`src/rtl/seg_dac_pkg.sv`:
```
package seg_dac_pkg;
  parameter int unsigned CODE_W  = 12;
  parameter int unsigned UPPER_W = 5;
  parameter int unsigned MID_W   = 4;
  parameter int unsigned LSB_W   = CODE_W - UPPER_W - MID_W;
  parameter int unsigned UPPER_N = (1 << UPPER_W) - 1;
  parameter int unsigned MID_N   = (1 << MID_W) - 1;
endpackage

```
`src/rtl/sdd_capture.sv`:
```
module sdd_capture #(
  parameter int unsigned W = 12
) (
  input  logic         clk_i,
  input  logic         rst_ni,
  input  logic [W-1:0] d_i,
  output logic [W-1:0] q_o
);
  always_ff @(posedge clk_i or negedge rst_ni) begin
    if (!rst_ni) q_o <= '0;
    else         q_o <= d_i;
  end
endmodule

```
`src/rtl/sdd_thermo.sv`:
```
// Field-to-thermometer: bit i set when field > i; REVERSE mirrors bit order.
module sdd_thermo #(
  parameter int unsigned IN_W    = 5,
  parameter bit          REVERSE = 1'b0,
  localparam int unsigned N      = (1 << IN_W) - 1
) (
  input  logic [IN_W-1:0] field_i,
  output logic [N-1:0]    therm_o
);
  for (genvar i = 0; i < N; i++) begin : g_seg
    if (REVERSE) begin : g_rev
      assign therm_o[N-1-i] = (field_i > IN_W'(i));
    end else begin : g_fwd
      assign therm_o[i] = (field_i > IN_W'(i));
    end
  end
endmodule

```
`src/rtl/sdd_out_reg.sv`:
```
module sdd_out_reg #(
  parameter int unsigned W = 49
) (
  input  logic         clk_i,
  input  logic         rst_ni,
  input  logic [W-1:0] a_i,
  input  logic [W-1:0] b_i,
  output logic [W-1:0] a_o,
  output logic [W-1:0] b_o
);
  // reset state: every source on node B
  always_ff @(posedge clk_i or negedge rst_ni) begin
    if (!rst_ni) begin
      a_o <= '0;
      b_o <= '1;
    end else begin
      a_o <= a_i;
      b_o <= b_i;
    end
  end
endmodule

```
`src/rtl/seg_dac_decoder.sv`:
```
module seg_dac_decoder
  import seg_dac_pkg::*;
#(
  parameter int unsigned CW = CODE_W,
  parameter int unsigned UW = UPPER_W,
  parameter int unsigned MW = MID_W,
  localparam int unsigned LW = CW - UW - MW,
  localparam int unsigned UN = (1 << UW) - 1,
  localparam int unsigned MN = (1 << MW) - 1,
  localparam int unsigned SW = UN + MN + LW
) (
  input  logic          clk_i,
  input  logic          rst_ni,
  input  logic [CW-1:0] code_i,
  output logic [UN-1:0] upper_a_o,
  output logic [UN-1:0] upper_b_o,
  output logic [MN-1:0] mid_a_o,
  output logic [MN-1:0] mid_b_o,
  output logic [LW-1:0] lsb_a_o,
  output logic [LW-1:0] lsb_b_o
);
  logic [CW-1:0] code_q;
  logic [CW-1:0] code_n;
  logic [UN-1:0] up_a, up_b;
  logic [MN-1:0] md_a, md_b;
  logic [SW-1:0] sw_a, sw_b, sw_a_q, sw_b_q;

  sdd_capture #(.W(CW)) u_capture (
    .clk_i (clk_i),
    .rst_ni(rst_ni),
    .d_i   (code_i),
    .q_o   (code_q)
  );

  // B side decodes the ones' complement so the pair is built independently
  assign code_n = ~code_q;

  sdd_thermo #(.IN_W(UW), .REVERSE(1'b0)) u_up_a (
    .field_i(code_q[CW-1 -: UW]), .therm_o(up_a));
  sdd_thermo #(.IN_W(UW), .REVERSE(1'b1)) u_up_b (
    .field_i(code_n[CW-1 -: UW]), .therm_o(up_b));
  sdd_thermo #(.IN_W(MW), .REVERSE(1'b0)) u_md_a (
    .field_i(code_q[LW +: MW]), .therm_o(md_a));
  sdd_thermo #(.IN_W(MW), .REVERSE(1'b1)) u_md_b (
    .field_i(code_n[LW +: MW]), .therm_o(md_b));

  assign sw_a = {up_a, md_a, code_q[LW-1:0]};
  assign sw_b = {up_b, md_b, code_n[LW-1:0]};

  sdd_out_reg #(.W(SW)) u_out (
    .clk_i (clk_i),
    .rst_ni(rst_ni),
    .a_i   (sw_a),
    .b_i   (sw_b),
    .a_o   (sw_a_q),
    .b_o   (sw_b_q)
  );

  assign {upper_a_o, mid_a_o, lsb_a_o} = sw_a_q;
  assign {upper_b_o, mid_b_o, lsb_b_o} = sw_b_q;

  // ---------------- assertions ----------------
  localparam int unsigned UNIT_U = 1 << (CW - UW);
  localparam int unsigned UNIT_M = 1 << LW;

  AST_PAIR_EXCLUSIVE: assert property (@(posedge clk_i) disable iff (!rst_ni)
    (sw_a_q ^ sw_b_q) == '1);

  AST_UPPER_THERMO: assert property (@(posedge clk_i) disable iff (!rst_ni)
    ((upper_a_o & (upper_a_o + UN'(1))) == '0));

  AST_MID_THERMO: assert property (@(posedge clk_i) disable iff (!rst_ni)
    ((mid_a_o & (mid_a_o + MN'(1))) == '0));

  AST_WEIGHT_MATCH: assert property (@(posedge clk_i) disable iff (!rst_ni)
    (32'($countones(upper_a_o)) * UNIT_U + 32'($countones(mid_a_o)) * UNIT_M
       + 32'(lsb_a_o)) == 32'($past(code_q)));

  AST_LSB_PASS: assert property (@(posedge clk_i) disable iff (!rst_ni)
    lsb_a_o == $past(code_q[LW-1:0]));
endmodule

```
`config.mk`:
```
export PLATFORM = sky130hd
export DESIGN_NAME = seg_dac_decoder
export DESIGN_NICKNAME = d
export VERILOG_FILES = /design/src/rtl/seg_dac_pkg.sv /design/src/rtl/sdd_capture.sv /design/src/rtl/sdd_thermo.sv /design/src/rtl/sdd_out_reg.sv /design/src/rtl/seg_dac_decoder.sv
export SDC_FILE = /design/constraint.sdc
export NUM_CORES = 1
export LEC_CHECK = 0
export BUFFER_PORTS_ARGS = -buffer_cell sky130_fd_sc_hd__clkbuf_2
export CORE_AREA = 2 2 93 104
export DETAILED_ROUTE_END_ITERATION = 7
export DIE_AREA = 0 0 95 106
export SETUP_SLACK_MARGIN = 0.15
export SLEW_MARGIN = 20
export SYNTH_ARGS = -nofsm -noshare
export SYNTH_HDL_FRONTEND = slang
export SYNTH_SLANG_ARGS = --single-unit
```
`constraint.sdc`:
```
create_clock -name clk_i -period 2.4 [get_ports clk_i]
set_input_delay 0.24 -clock clk_i [delete_from_list [all_inputs] [get_ports clk_i]]
set_output_delay 0.24 -clock clk_i [all_outputs]
set_load 0.005 [all_outputs]
```
==> results.sh <==
export IMPL_rsz0062_at_grt="no"
export IMPL_clk_latency_ns=0.37
export IMPL_power_density_nw_per_um2=783.2
export IMPL_ys_seq_area_share_pct=81.87
export IMPL_relSlewSlack_pct=53.88
export IMPL_finalSetupTns_ns=0
export IMPL_leakagePower_nw=2.125
export IMPL_synth_seq_cells=110
export IMPL_hp_class="input port to asynchronous set/reset pin"
export IMPL_cts_tree="done"
export IMPL_htree_levels=3
export IMPL_cts_resized=0
export IMPL_grt_use_total_pct=14.34
export IMPL_end_kind="flip-flop"
export IMPL_worstMarginPinSlew_ns=0.6918
export IMPL_io_pins=112
export IMPL_ant_nets=0
export IMPL_vias=2121
export IMPL_finalCritPeriodShare_pct=63.64
export IMPL_ys_types=21
export IMPL_die_x_um=95
export IMPL_grt_max_degree=44
export IMPL_synth_fp_nets=252
export IMPL_clk_pin_slew_ns=0.10
export IMPL_via_per_inst=4.428
export IMPL_critPathMaxFanout=23
export IMPL_wirelength_um=6767
export IMPL_power_total_mw=3.485
export IMPL_port_buffers=111
export IMPL_synthesis_yosys_warnings=0
export IMPL_rows=37
export IMPL_fin_nets=371
export IMPL_cts_hold_buffers=13
export IMPL_fin_crit_ns=1.527
export IMPL_antenna_found_initial=0
export IMPL_crit_start="u_capture.q_o[9]"
export IMPL_grt_pass1_vias=2119
export IMPL_cp_start_kind="flip-flop"
export IMPL_grt_pass1_wl_um=10720
export IMPL_fillers=822
export IMPL_dpl_hpwl_um=4473
export IMPL_drv_cap=0
export IMPL_fmax_mhz=654.7
export IMPL_grt_ovfl_total=0
export IMPL_drt_initial_drc_count=33
export IMPL_syn_area_um2=3437
export IMPL_clkSinkCount=110
export IMPL_core_area_um2=9120
export IMPL_finClkSkew_ns=0.008243
export IMPL_drc=0
export IMPL_place_gp_congestion=0.7095
export IMPL_setup_slack_ns=0.8726
export IMPL_die_h_um=106
export IMPL_antenna_cells=0
export IMPL_start_util_pct=37.69
export IMPL_synth_cells=238
export IMPL_detail_route_first_pass_iterations=4
export IMPL_crit_arrival_ns=1.78
export IMPL_dp_cells=450
export IMPL_post_place_ws_ns=0.8813
export IMPL_status="completed"
export IMPL_drive_above_1_share_pct=50.83
export IMPL_final_cell_count_no_fill=479
export IMPL_clockBufferDepth=2
export IMPL_syn_area_per_cell_um2=14.44
export IMPL_path_class="flip-flop to flip-flop"
export IMPL_cts_setup_buffers=0
export IMPL_hold_viol_final=0
export IMPL_setup_viol=0
export IMPL_ir_drop_mv=0.3281
export IMPL_wl_per_cell_um=14.13
export IMPL_root_buffer="clkbuf_8"
export IMPL_drv_slew=0
export IMPL_area_growth_pct=29.45
export IMPL_critPathRequiredTime_ns=2.66
export IMPL_numCtsBuffers=9
export IMPL_die_area_um2=10070
export IMPL_reg2reg_from="u_capture.q_o[9]"
## worst max-delay path, cell delays in order (launching register included)
cell,delay [ns]
dfrtp_1,0.65
or2_0,0.42
or3_1,0.34
## cells by family (layout without fill, tap and decap cells)
logic type,count (synthesis),after routing,share of synthesized area [%]
buf+inv,36,160,4.223
compound gates,42,42,7.244
simple gates,50,50,6.662
flops,110,110,81.87
## synth_stat cells, drive strengths merged
master	instances	area [um^2]
clkbuf	11	41.29
or3	1	6.260
dfrtp	61	1526
o21ai	13	65.06
nor2	15	58.81
nor3	5	30.03
a31oi	5	31.28
a21oi	11	55.05
and2	4	25.02
buf	8	40.04
or2	4	25.03
inv	17	63.81
a21o	7	52.55
o21a	6	45.04
nand2	17	63.81
nand3	4	20.02
dfstp	49	1287
## layer usage
metal	GRT usage (%)	wire length (um)
met1	19.30	3017
met2	21.07	3118
met3	3.544	463
met4	8.282	168
met5	0	0
## placed cells by master, fill, tap and decap left out, drive strengths merged
cell type / instances
a21o: 7
a21oi: 11
a31oi: 5
and2: 4
buf: 4
bufinv: 2
clkbuf: 121
clkinvlp: 3
dfrtp: 61
dfstp: 49
dlygate4sd3: 13
inv: 17
nand2: 17
nand3: 4
nor2: 15
nor3: 5
o21a: 6
o21ai: 13
or2: 4
or3: 1
## report_power, final
part | internal [mW] | switching, mW | total, mW
clock | 0.616 | 0.587 | 1.20
sequential | 1.98 | 0.0517 | 2.03
combinational | 0.111 | 0.139 | 0.250
## registers in the layout, summed over array words and instances (netlist names)
signal         count
u_out.a_o         49
u_out.b_o         49
u_capture.q_o     12
## path summary, 6_finish.rpt
| kind | slack [ns] | end | cells past startpoint |
|---|---|---|---|
| worst max-delay path | 0.87 | u_out.a_o[19] | 2 |
| worst max register to register | 0.87 | u_out.a_o[19] | 2 |
| worst min-delay path | 0.37 | u_out.a_o[14] | 2 |
| max in group asynchronous | 1.25 | u_out.b_o[10] | 3 |
| worst min register to register | 0.38 | u_out.b_o[2] | 1 |
| min in group clk_i | 0.38 | u_out.b_o[2] | 1 |
## stage by stage
step                      util [%]  hold WS (ns)  cell area (um^2)
after global placement       44.90        0.2352              4095
after global routing         48.79        0.3947              4449
after floorplan                  -      -0.05559              3437
after detailed placement     44.90        0.2405              4095
after CTS                    48.79        0.3756              4449
final                        48.79        0.3727              4449
## final cells by class
cell class	count	area, um^2	share of cell area [%]
Clock inverter	5	82.58	1.856
Clock buffer	11	141.4	3.178
Inverter	17	63.81	1.434
Sequential cell	110	2814	63.25
Multi-Input combinational cell	92	478.0	10.74
Timing Repair Buffer	127	723.2	16.25
Tap cell	117	146.4	3.290
Power figures use the tool's default switching activity.
